**src/rtl/fanpwm_pkg.sv**
```systemverilog
package fanpwm_pkg;
    localparam int DUTY_W     = 8;
    localparam int STEPS      = 255;
    localparam int REG_W      = 32;
    localparam int SPEED_W    = 16;
    localparam int CTRL_WORD  = 0;
    localparam int SPEED_WORD = 1;
    localparam int EN_BIT     = 0;
    localparam int MODE_BIT   = 1;
    localparam int DUTY_LSB   = 16;

    typedef enum logic [1:0] {
        PWM_IDLE = 2'd0,
        PWM_ON   = 2'd1,
        PWM_OFF  = 2'd2
    } pwm_state_e;
endpackage

```
**src/rtl/fanpwm_regs.sv**
```systemverilog
module fanpwm_regs
    import fanpwm_pkg::*;
#(
    parameter int ADDR_W = 4
) (
    input  logic                 clk,
    input  logic                 rst_n,
    input  logic                 req_valid,
    input  logic                 req_write,
    input  logic [ADDR_W-1:0]    req_addr,
    input  logic [REG_W-1:0]     req_wdata,
    output logic [REG_W-1:0]     rsp_rdata,
    output logic                 run_en,
    output logic                 mode_sel,
    output logic [DUTY_W-1:0]    duty_val
);
    localparam int IDX_W = ADDR_W - 2;

    logic [IDX_W-1:0]   word_idx;
    logic [SPEED_W-1:0] speed_q;
    logic [REG_W-1:0]   rd_mux;
    logic               hit_ctrl;
    logic               hit_speed;

    assign word_idx  = req_addr[ADDR_W-1:2];
    assign hit_ctrl  = (word_idx == IDX_W'(CTRL_WORD));
    assign hit_speed = (word_idx == IDX_W'(SPEED_WORD));

    always_ff @(posedge clk or negedge rst_n) begin
        if (!rst_n) begin
            run_en   <= 1'b0;
            mode_sel <= 1'b0;
            duty_val <= '0;
            speed_q  <= '0;
        end else if (req_valid && req_write) begin
            if (hit_ctrl) begin
                run_en   <= req_wdata[EN_BIT];
                mode_sel <= req_wdata[MODE_BIT];
                duty_val <= req_wdata[DUTY_LSB +: DUTY_W];
            end
            if (hit_speed) begin
                speed_q <= req_wdata[SPEED_W-1:0];
            end
        end
    end

    always_comb begin
        rd_mux = '0;
        if (hit_ctrl) begin
            rd_mux[EN_BIT]                = run_en;
            rd_mux[MODE_BIT]              = mode_sel;
            rd_mux[DUTY_LSB +: DUTY_W]    = duty_val;
        end else if (hit_speed) begin
            rd_mux[SPEED_W-1:0] = speed_q;
        end
    end

    always_ff @(posedge clk or negedge rst_n) begin
        if (!rst_n) begin
            rsp_rdata <= '0;
        end else if (req_valid && !req_write) begin
            rsp_rdata <= rd_mux;
        end
    end
endmodule

```
**src/rtl/fanpwm_prescale.sv**
```systemverilog
module fanpwm_prescale
    import fanpwm_pkg::*;
#(
    parameter int STEP_CYCLES = 15686
) (
    input  logic              clk,
    input  logic              rst_n,
    input  logic              run,
    output logic [DUTY_W-1:0] step_cur,
    output logic [DUTY_W-1:0] step_nxt
);
    localparam int PRE_W = (STEP_CYCLES > 1) ? $clog2(STEP_CYCLES) : 1;
    localparam logic [PRE_W-1:0]  PRE_LAST  = PRE_W'(STEP_CYCLES - 1);
    localparam logic [DUTY_W-1:0] STEP_LAST = DUTY_W'(STEPS - 1);

    logic [PRE_W-1:0] pre_q;
    logic [PRE_W-1:0] pre_n;

    // Parked at the wrap point while stopped, so the first run edge opens step 0.
    always_comb begin
        if (!run) begin
            pre_n    = PRE_LAST;
            step_nxt = STEP_LAST;
        end else if (pre_q == PRE_LAST) begin
            pre_n    = '0;
            step_nxt = (step_cur == STEP_LAST) ? '0 : step_cur + 1'b1;
        end else begin
            pre_n    = pre_q + 1'b1;
            step_nxt = step_cur;
        end
    end

    always_ff @(posedge clk or negedge rst_n) begin
        if (!rst_n) begin
            pre_q    <= PRE_LAST;
            step_cur <= STEP_LAST;
        end else begin
            pre_q    <= pre_n;
            step_cur <= step_nxt;
        end
    end
endmodule

```
**src/rtl/fanpwm_fsm.sv**
```systemverilog
module fanpwm_fsm
    import fanpwm_pkg::*;
(
    input  logic              clk,
    input  logic              rst_n,
    input  logic              run,
    input  logic [DUTY_W-1:0] duty,
    input  logic [DUTY_W-1:0] step_nxt,
    output logic              pwm_out
);
    pwm_state_e state_q;
    pwm_state_e state_d;
    logic       below;

    assign below = (step_nxt < duty);

    always_ff @(posedge clk or negedge rst_n) begin
        if (!rst_n) state_q <= PWM_IDLE;
        else        state_q <= state_d;
    end

    always_comb begin
        state_d = state_q;
        unique case (state_q)
            PWM_IDLE: if (run) state_d = below ? PWM_ON : PWM_OFF;   // START_HIGH / START_LOW
            PWM_ON: begin
                if (!run)        state_d = PWM_IDLE;                  // STOP
                else if (!below) state_d = PWM_OFF;                   // FALL
            end
            PWM_OFF: begin
                if (!run)        state_d = PWM_IDLE;                  // STOP
                else if (below)  state_d = PWM_ON;                    // RISE
            end
            default:             state_d = PWM_IDLE;
        endcase
    end

    always_comb begin
        pwm_out = (state_q == PWM_ON);
    end
endmodule

```
**src/rtl/fan_pwm_ctrl.sv**
```systemverilog
module fan_pwm_ctrl
    import fanpwm_pkg::*;
#(
    parameter int ADDR_W      = 4,
    parameter int STEP_CYCLES = 15686
) (
    input  logic              clk,
    input  logic              rst_n,
    input  logic              req_valid,
    input  logic              req_write,
    input  logic [ADDR_W-1:0] req_addr,
    input  logic [31:0]       req_wdata,
    output logic [31:0]       rsp_rdata,
    output logic              fan_pwm
);
    logic              run_en;
    logic              mode_sel;
    logic [DUTY_W-1:0] duty_val;
    logic [DUTY_W-1:0] step_cur;
    logic [DUTY_W-1:0] step_nxt;
    logic              mode_unused;

    // Only two-wire drive exists; the mode bit is storage for software.
    assign mode_unused = mode_sel;

    fanpwm_regs #(.ADDR_W(ADDR_W)) u_regs (
        .clk       (clk),
        .rst_n     (rst_n),
        .req_valid (req_valid),
        .req_write (req_write),
        .req_addr  (req_addr),
        .req_wdata (req_wdata),
        .rsp_rdata (rsp_rdata),
        .run_en    (run_en),
        .mode_sel  (mode_sel),
        .duty_val  (duty_val)
    );

    fanpwm_prescale #(.STEP_CYCLES(STEP_CYCLES)) u_pre (
        .clk      (clk),
        .rst_n    (rst_n),
        .run      (run_en),
        .step_cur (step_cur),
        .step_nxt (step_nxt)
    );

    fanpwm_fsm u_fsm (
        .clk      (clk),
        .rst_n    (rst_n),
        .run      (run_en),
        .duty     (duty_val),
        .step_nxt (step_nxt),
        .pwm_out  (fan_pwm)
    );
endmodule

```
**config.mk**
```make
export PLATFORM = sky130hd
export DESIGN_NAME = fan_pwm_ctrl
export DESIGN_NICKNAME = d
export VERILOG_FILES = /design/src/rtl/fanpwm_pkg.sv /design/src/rtl/fanpwm_regs.sv /design/src/rtl/fanpwm_prescale.sv /design/src/rtl/fanpwm_fsm.sv /design/src/rtl/fan_pwm_ctrl.sv
export SDC_FILE = /design/constraint.sdc
export NUM_CORES = 1
export LEC_CHECK = 0
export BUFFER_PORTS_ARGS = -buffer_cell sky130_fd_sc_hd__buf_2
export CORE_ASPECT_RATIO = 1.2
export CORE_UTILIZATION = 49
export CTS_CLUSTER_SIZE = 25
export DETAILED_ROUTE_END_ITERATION = 8
export PLACE_DENSITY = 0.84
export RECOVER_POWER = 50
export SLEW_MARGIN = 20
export SYNTH_ARGS = -nofsm -noshare
export SYNTH_HDL_FRONTEND = slang
export SYNTH_HIERARCHICAL = 1
export SYNTH_SLANG_ARGS = --single-unit
```
**constraint.sdc**
```tcl
create_clock -name clk -period 3.1 [get_ports clk]
set_input_delay 0.465 -clock clk [delete_from_list [all_inputs] [get_ports clk]]
set_output_delay 0.465 -clock clk [all_outputs]
set_load 0.01 [all_outputs]
```
Word level (Yosys, flattened, before mapping)
Index checks and enable logic that the tools add are counted.

Magnitude comparators: 1. Reductions and logical operators: 8. Muxes and demuxes: 16. Equal/unequal tests: 8. $add $sub $neg: 2.

Operators by type and width (number): 2-to-1 mux 14 bit (3); 2-to-1 mux 8 bit (4); 2-to-1 mux 16 bit (1); adder 14 x 1 -> 14 bit, second input constant (1); == test 14 bit, second input constant (1); 2-to-1 mux 2 bit (7); adder 8 x 1 -> 8 bit, second input constant (1); == test 8 bit, second input constant (1); < comparator 8 bit (1); one-hot mux 2 bit (3 select lines) (1); == test 2 x 1 -> 1 bit, second input constant (2); zero test 2 bit (2); AND reduction 2 bit (2); != test 3 x 2 -> 1 bit, second input constant (1); != test 3 bit, second input constant (1); AND reduction 3 bit (1); == test 2 bit, second input constant (1); logical AND 1 bit (2); != test 2 bit, second input constant (1); zero test 1 bit (1).

Input bits: 40. Logic and storage cells: 43. Register bits after elaboration: 74.

Logic depth before layout (Yosys ltp)
Gate-level depths: netlist (run 1).

Depth in word-level cells: 8. Mapped depth: 12. Depth with buffers taken out: 10.

Cells and area by module
Netlist (run 1), hierarchy kept.

Modules (own cells, without submodules): fanpwm_regs (cells an instance 124, sequential area each 1251.2 um^2, times used 1, area an instance 2013.2 um^2); fanpwm_prescale (cells an instance 117, sequential area each 569.3 um^2, times used 1, area an instance 1178.6 um^2); fanpwm_fsm (cells an instance 31, sequential area each 50.0 um^2, times used 1, area an instance 280.3 um^2).

Worst setup path after synthesis (run 1)
Ideal clock, no wire load.

Kind: reg2reg. Start point: register u_pre.pre_q[2]. End point: register u_fsm.state_q[1]. Buffers on the path: 2. Library setup time: 65 ps. Required time: 3035 ps. Arrival: 2800 ps. Stages on the path, launching flop included: 11. Slack: 234 ps. Clock period less this slack: 2866 ps. Cell sequence: dfstp_2 or4b_1 or4_1 buf_2 buf_6 o21ai_1 o211ai_1 ha_1 o21ai_1 a2111oi_2 o21ba_1.

Cells in the longest elaborated chain, start to end: 7. Elaborated cells on any way between the ends: 10. Those cells by class: 1 x order compare; 3 x eq/ne; 5 x mux; 1 x reduce/logical.

Ends and longest elaborated chain: start: declaration (RTL line fanpwm_prescale.sv:16) `logic [PRE_W-1:0] pre_q;`; start signal: assignment (RTL line fanpwm_prescale.sv:38) `pre_q <= pre_n;`; == test 14 bit * (RTL line fanpwm_prescale.sv:24) `end else if (pre_q == PRE_LAST) begin`; 2-to-1 mux 8 bit * (RTL line fanpwm_prescale.sv:24); 2-to-1 mux 8 bit * (RTL line fanpwm_prescale.sv:21) `if (!run) begin`; named net step_nxt[2] (RTL line fan_pwm_ctrl.sv:20) `logic [DUTY_W-1:0] step_nxt;`; < comparator 8 bit * (RTL line fanpwm_fsm.sv:15) `assign below = (step_nxt < duty);`; 2-to-1 mux 2 bit (2 in a row) (RTL line fanpwm_fsm.sv:25) `PWM_IDLE: if (run) state_d = below ? PWM_ON : PWM_OFF;`; one-hot mux 2 bit (3 select lines) (RTL line fanpwm_fsm.sv:24) `unique case (state_q)`; end signal: assignment (RTL line fanpwm_fsm.sv:19) `else state_q <= state_d;`; end: declaration (RTL line fanpwm_fsm.sv:11) `pwm_state_e state_q;`.

Mark *: on every way through the listed nets, which the timed path passes. The rest lies on a longest branch. The select of a mux whose other input is x is not followed. A chain may end at the register's enable or synchronous reset.

Worst setup path after layout (run 1)
Ends and elaborated chain as after synthesis.

==> results of run 1 <==
cells in the mapped netlist (2+ instances only):
master     count
buf_6          3
a21boi_0       2
and3_1         2
o211ai_1       5
mux2_2        16
a21oi_1        6
buf_4          9
o21ai_1        5
nand2b_1       2
ha_1          11
and4_1         5
clkbuf_1       2
xor2_1         8
o311ai_1       4
dfstp_2       15
nand3_1       10
buf_2          5
o21ai_0        9
inv_1         13
mux2_4        10
mux2i_1        2
and4bb_2       2
nand2_1       13
o2bb2ai_1      2
a22o_1        22
nor2_1         6
o31a_1         2
dfrtp_1       59
nand4_1        4
power by group through the flow:
stage / combinational (W) / clock, W / sequential (W)
after floorplan: 0.000752 / 0 / 0.00137
after global placement: 0.000951 / 0 / 0.00139
after global routing: 0.00120 / 0.000781 / 0.00142
after CTS: 0.00101 / 0.000754 / 0.00139
after detailed placement: 0.00100 / 0 / 0.00140
final: 0.00107 / 0.000732 / 0.00140
area by class of cell:
cell class,count,share of cell area (%)
Tap cell,87,2.72
Multi-Input combinational cell,173,36.3
Sequential cell,74,46.7
Clock inverter,6,1.69
Clock buffer,10,3.19
Inverter,13,1.22
Timing Repair Buffer,63,8.21
critical path: cells and delay by family, from the launching register on:
family / cells / cell delay, ps
compound gates: 4 / 820
simple gates: 4 / 1320
buf+inv: 1 / 190
flops: 1 / 550
cells by family (layout without fill, tap and decap cells):
logic type	count (synthesis)	after routing
flops	74	74
compound gates	60	60
simple gates	57	57
buf+inv	32	92
mux	28	28
fa+ha+maj	11	11
xor+xnor	9	9
other cells	1	8
metrics by stage:
step	area (um^2)	hold slack, ps	total power, W	worst slack (ps)
global route	4010	321	0.00340	-13.5
floorplan	3500	169	0.00212	234
detailed placement	3810	477	0.00240	52.4
global placement	3810	467	0.00234	168
finish	4010	329	0.00320	116
CTS	4010	234	0.00315	39.5
registers in the layout, indices dropped and copies added (netlist names):
signal            count
u_regs/rsp_rdata     24
u_regs/speed_q       16
u_pre/pre_q          14
u_pre/step_cur        8
u_regs/duty_val       8
u_fsm/state_q         2
u_regs/mode_sel       1
u_regs/run_en         1
layer usage:
| metal | global-route usage, % | part of all wire [%] | vias up |
|---|---|---|---|
| met5 | 0 | 0 | - |
| met4 | 8.18 | 1.3 | 0 |
| met3 | 5.24 | 5.5 | 9 |
| met2 | 34.4 | 50 | 77 |
| met1 | 24.3 | 43 | 1193 |
| li1 | - | - | 1107 |
final timing paths:
kind	startpoint	to	slack, ps	depth (start not counted)
max	u_pre/pre_q[2]	u_fsm/state_q[1]	120	9
min	req_wdata[10]	u_regs/speed_q[10]	330	2
max reg2reg	u_pre/pre_q[2]	u_fsm/state_q[1]	120	9
min reg2reg	u_regs/rsp_rdata[1]	u_regs/rsp_rdata[1]	490	1
max in group asynchronous	rst_n	u_pre/step_cur[0]	740	2
min in group asynchronous	rst_n	u_regs/speed_q[8]	710	1
==> run summary, run 1 <==
status: finished with violations
failing checks: capacitance limit, slew limit
internal power: 0.00207 W
Worst setup EP type: register
Crit Path Class: reg2reg
period utilisation layout: 96.3%
post-layout util: 58.5%
# nets final: 385
mux cell area share after synthesis: 10.1%
Initial Utilization: 50.7%
Async S/R FF share, synth: 100%
Worst Tran Pin Value: 2060 ps
die height: 94.2 um
adder-cell share of the synthesized area: 3.96%
post_cts resized: 0
area share of the largest cell type after synthesis: 42.5%
largest family of logic cells by synthesized area: compound AO/OA/AOI/OAI gates
number of CTS-inserted buffers: 9
slowest CP cell: or4_4
Antenna diodes: 0
area taken by flip-flops and latches: 1870 um^2
Yosys warnings: 6
crit-path cells: or4b_4 > or4_4 > buf_4 > nand2_1 > a21boi_0 > nand2b_4 > a2111oi_4 > a2111oi_4 > o21ba_1
Max Buffers Root-to-Sink: 2
max-cap violation count: 1
port bufs: 54
number of synthesized register bits: 74
overall routing resource usage: 20.2%
Setup crit start kind: register
Die Wd: 78.8 um
Post-Synth XOR/XNOR Area: 2.27%
Post-synth EDFFs: 0
clock network power share: 22.9%
first-pass GRT wire length: 11.4 mm
Routed WL: 6.99 mm
part of the Yosys area used for sequential elements: 53.9%
min cycle time layout: 2980 ps
Peak VDD IR: 0.000439 V
Layout area overhead: 15.4%
switching share of power: 35.3%
share of cells above drive strength 1: 37.2%
Vias/cell: 5.60
Post-CTS Setup Bufs: 0
Cell Area, Synth: 3470 um^2
dpl hpwl: 4.93 mm
routability cong.: 0.793
Final ANT Viol Nets: 0
final hold vios: 0
Max Freq: 335 MHz
Post-Syn Instances: 272
Post-Layout Cell Count: 426
P_leak: 1.89 nW
most frequent CP cell: a2111oi_4
sequential share of power: 43.7%
Routed wire per std cell: 16.4 um
worst hold path type: in2reg
DRC viols: 0
CORE AREA: 6850 um^2
Die Footprint: 7430 um^2
# fillers: 567
relative slew slack: -37.3%
router iterations before antenna repair: 4
pwr/cell area: 798 nW/um^2
crit-path max FO: 8
Netlist cell types: 47
Setup TNS: 0 ps
H-Tree Depth: 3
P_sw: 0.00113 W
logic gate share of total power: 33.4%
cts hold-fix bufs: 0
simple-gate share of the synthesized area: 11.0%
largest net degree at the start of global routing: 41
clock latency on the worst-skew pair: 340 ps
syn_area_per_cell: 12.8 um^2
commonest non-fill, non-tap cell in the layout: dfrtp_1
GRT overflow: 0
Yosys top cell by area: dfrtp_1
critical path arrival: 3220 ps
clk root buf: clkbuf_8
fin. max-slew vios: 41
Main synth FF type: dfrtp_1
clk slew on worst S/H paths: 80 ps
clk_skew: 9.70 ps
via count: 2,386
number of core rows: 33
initial antenna violation count: 0
compound-cell area share of the yosys netlist: 13.5%
drt first-iter violations: 198
WP data required: 3330 ps
setup violators final: 0
most frequent cells in the layout: 59 x dfrtp_1, 52 x buf_2, 22 x a22o_1, 16 x mux2_2, 15 x dfstp_2
CP max stage delay: 600 ps
vias in the first global route: 2,463
I/O pin count: 73
largest cells by area after synthesis: dfrtp_1 43%, dfstp_2 11%, a22o_1 5.5%
area occupied by multi-input gates: 1450 um^2
CTS Sinks: 74
placed cell count: 410
clock tree from TritonCTS: yes
Power figures use the tool's default switching activity.
==> run 2, diff against run 1 <==
--- a/config.mk
+++ b/config.mk
@@ -5,10 +5,10 @@
 export SDC_FILE = /design/constraint.sdc
 export NUM_CORES = 1
 export LEC_CHECK = 0
+export ABC_AREA = 1
 export BUFFER_PORTS_ARGS = -buffer_cell sky130_fd_sc_hd__buf_2
 export CORE_ASPECT_RATIO = 1.2
-export CORE_UTILIZATION = 49
-export CTS_CLUSTER_SIZE = 25
+export CORE_UTILIZATION = 50
 export DETAILED_ROUTE_END_ITERATION = 8
 export PLACE_DENSITY = 0.84
 export RECOVER_POWER = 50
==> run 2 against run 1 <==
Effect of this change: fmax up 20%; the run now ends clean; via count up 29%; core utilization fell by 0.32 points; die area increased by 5.5%; sequential share of layout area fell by 2.2 points; critical path depth is 5 higher; global-route usage is 1.4 points higher; register-to-register slack improved by 490 ps; sequential power is essentially flat; flip-flop and latch count unchanged; routed wire length grew 9.7%.
==> run summary, run 2 <==
overall power: 0.00323 W (+1.0%)
Yosys warnings: 6 (unchanged)
RSZ-0062 raised after global routing: false
clk_skew: 7.49 ps (-2.22 ps)
Crit Path Class: reg2reg
Setup crit start kind: register
hold depth: 3 (+1)
post_cts resized: 0 (unchanged)
status: finished clean
# nets final: 555 (+44%)
Layout area overhead: 12.3%
worst r2r src: u_pre/pre_q[0]
first-pass GRT wire length: 13.0 mm (+14%)
Peak VDD IR: 0.000420 V (-4.3%)
clk slew on worst S/H paths: 80 ps (about the same)
crit-path cells: ha_1 > inv_1 > nor2_1 > nand2_1 > nor2_2 > buf_4 > inv_1 > nand2_1 > nand3_1 > ha_1 > a21oi_1 > o21a_1 > nand2_1 > nor2_2
post-layout util: 58.1% (-0.32 points)
Max Buffers Root-to-Sink: 2 (unchanged)
Post-Syn Instances: 450 (+65%)
Initial Utilization: 51.7% (+1.1 points)
part of the Yosys area used for sequential elements: 50.0% (-3.9 points)
Main synth FF type: dfrtp_1
CP delay by family, top: simple AND/OR/NAND/NOR gates
clock latency on the worst-skew pair: 360 ps (+20 ps)
syn_area_per_cell: 8.32 um^2 (-35%)
dpl hpwl: 5.37 mm (+8.9%)
count leader, synth: nand2_1
Vias/cell: 5.15 (-8.1%)
critical path arrival: 2790 ps (-430 ps)
H-Tree Depth: 3 (unchanged)
period utilisation layout: 80.5% (-16 points)
P_leak: 2.32 nW (+23%)
routability cong.: 0.812 (+2.4%)
# fillers: 643 (+13%)
number of core rows: 34 (+3.0%)
number of CTS-inserted buffers: 9 (unchanged)
Antenna diodes: 0 (unchanged)
largest cells by area after synthesis: dfrtp_1 39%, nand2_1 17%, dfstp_2 11%
slowest CP cell: dfstp_2
Largest Register: u_regs/rsp_rdata
most frequent CP cell: nand2_1
Async S/R FF share, synth: 100% (unchanged)
metal3 WL: 351 um (-8.4%)
setup violators final: 0 (unchanged)
Routed WL: 7.67 mm (+9.7%)
GRT overflow: 0 (unchanged)
clock tree from TritonCTS: yes
relative slew slack: 3.50% (+41 points)
I/O pin count: 73 (unchanged)
cts hold-fix bufs: 0 (unchanged)
Final ANT Viol Nets: 0 (unchanged)
most frequent cells in the layout: 173 x nand2_1, 59 x dfrtp_1, 52 x buf_2, 51 x nand3_1, 28 x inv_1
Yosys top cell by area: dfrtp_1
initial antenna violation count: 0 (unchanged)
fin. max-slew vios: 0 (-100%)
Worst Setup SP: u_pre/pre_q[0]
Post-synth EDFFs: 0 (unchanged)
WP data required: 3400 ps (+70 ps)
clk root buf: clkbuf_8
Die Footprint: 7840 um^2 (+5.5%)
max-cap violation count: 0 (-1)
share of cells above drive strength 1: 23.8% (-13 points)
Max Freq: 401 MHz (+20%)
drt first-iter violations: 168 (-15%)
vias in the first global route: 2,982 (+21%)
Worst Tran Pin Value: 1450 ps (-613 ps)
commonest non-fill, non-tap cell in the layout: nand2_1
final hold vios: 0 (unchanged)
pwr/cell area: 768 nW/um^2 (-3.7%)
Post-Layout Cell Count: 599 (+41%)
placed cell count: 583 (+42%)
overall routing resource usage: 21.6% (+1.4 points)
Post-CTS Setup Bufs: 0 (unchanged)
Die Wd: 81.0 um (+2.7%)
port bufs: 54 (unchanged)
CP endpoint: u_fsm/state_q[0]
Setup TNS: 0 ps (unchanged)
CORE AREA: 7230 um^2 (+5.5%)
CTS Sinks: 74 (unchanged)
worst hold path type: in2reg
area share of the largest cell type after synthesis: 39.5% (-3.1 points)
CP Buf/Inv Count: 3 (+2)
Max Used Layer: met4
Top Registers: u_regs/rsp_rdata (24), u_regs/speed_q (16), u_pre/pre_q (14)
placed cell areas: 4030 um^2 (+5.7%)
crit-path max FO: 11 (+3)
Reg2Reg Depth: 14 (+5)
Worst setup EP type: register
Crit path depth: 14 (+5)
Crit Reg-Reg Endpoint: u_fsm/state_q[0]
via count: 3,084 (+29%)
Cell Area, Synth: 3740 um^2 (+7.8%)
CP max stage delay: 570 ps (-30 ps)
met1 wire length: 3.32 mm (+11%)
Routed wire per std cell: 12.8 um (-22%)
R2R setup slack: 600 ps (+490 ps)
DRC viols: 0 (unchanged)
router iterations before antenna repair: 4 (unchanged)
Largest register FFs: 24 (unchanged)
min cycle time layout: 2500 ps (-488 ps)
Netlist cell types: 36 (-23%)
Finished Cell Area: 4200 um^2 (+4.9%)
number of synthesized register bits: 74 (unchanged)
die height: 96.8 um (+2.7%)
met2 wire length: 3.81 mm (+8.5%)
largest net degree at the start of global routing: 49 (+20%)
Synth top cells by count: 171 x nand2_1, 59 x dfrtp_1, 51 x nand3_1, 27 x inv_1, 18 x nor2_1
==> run 2: changes by cell type in the layout (fill, tap and decap cells not counted), moves of 6 or more <==
cell     change
a22o_1      -22
inv_1       +15
mux2_1       -6
mux2_2      -16
nand2_1    +160
nand2_2     +14
nand3_1     +41
nor2_1      +12
nor2_2       +6
==> run 2: worst min-delay path by stage <==
stage | start | to | slack [ps]
detailed placement | u_regs/mode_sel | u_regs/mode_sel | 460
CTS | rst_n | u_pre/pre_q[9] | 140
floorplan | rst_n | u_fsm/state_q[0] | 170
global placement | u_regs/speed_q[5] | u_regs/speed_q[5] | 450
global route | req_wdata[12] | u_regs/speed_q[12] | 310
finish | req_wdata[8] | u_regs/speed_q[8] | 310
==> run 2: kinds of logic (layout without fill, tap and decap cells) <==
kind of cell	count (synthesis)	after routing	share of synthesized area, %
xor gates and xnor gates	5	5	1.17
and+or+nand+nor	286	286	34.7
AOI/OAI and AO/OA	18	18	2.67
other	1	8	0.100
buffers and inverters	55	107	7.72
DFF	74	74	50.0
adders and majority gates	11	11	3.68
==> run 2: per-layer routing <==
metal	GRT usage (%)	vias up
met2	34.3	84
met3	3.77	15
met4	10.4	0
li1	-	1515
met5	0	-
met1	28.2	1470
==> run 2: worst register-to-register path, cell delays in order (launching register included) <==
cell and delay (ps):
dfstp_2 570, ha_1 180, inv_1 50, nor2_1 100, nand2_1 80, nor2_2 80, buf_4 180, inv_1 160
nand2_1 90, nand3_1 100, ha_1 360, a21oi_1 180, o21a_1 160, nand2_1 70, nor2_2 70
==> run 2: layout make-up <==
class,count,area (um^2),share of cell area [%]
sequential,74,1870,44.5
clock buffer,10,138,3.27
clock inverter,6,66.3,1.58
timing repair buffer,57,288,6.85
tap,90,113,2.68
multi-input combinational,328,1600,38.0
inverter,34,130,3.10
==> run 2: per-stage QoR <==
stage / hold slack [ps] / worst slack [ps]
after floorplan: 169 / 1070
after global placement: 454 / 771
after detailed placement: 460 / 664
after CTS: 138 / 629
after global routing: 308 / 348
final: 307 / 604
==> run 2: where the power goes <==
| part | internal [W] | leakage [nW] | switching (W) |
|---|---|---|---|
| clock | 0.000393 | 0.0945 | 0.000374 |
| combinational | 0.000403 | 1.29 | 0.000683 |
| sequential | 0.00120 | 0.936 | 0.000175 |
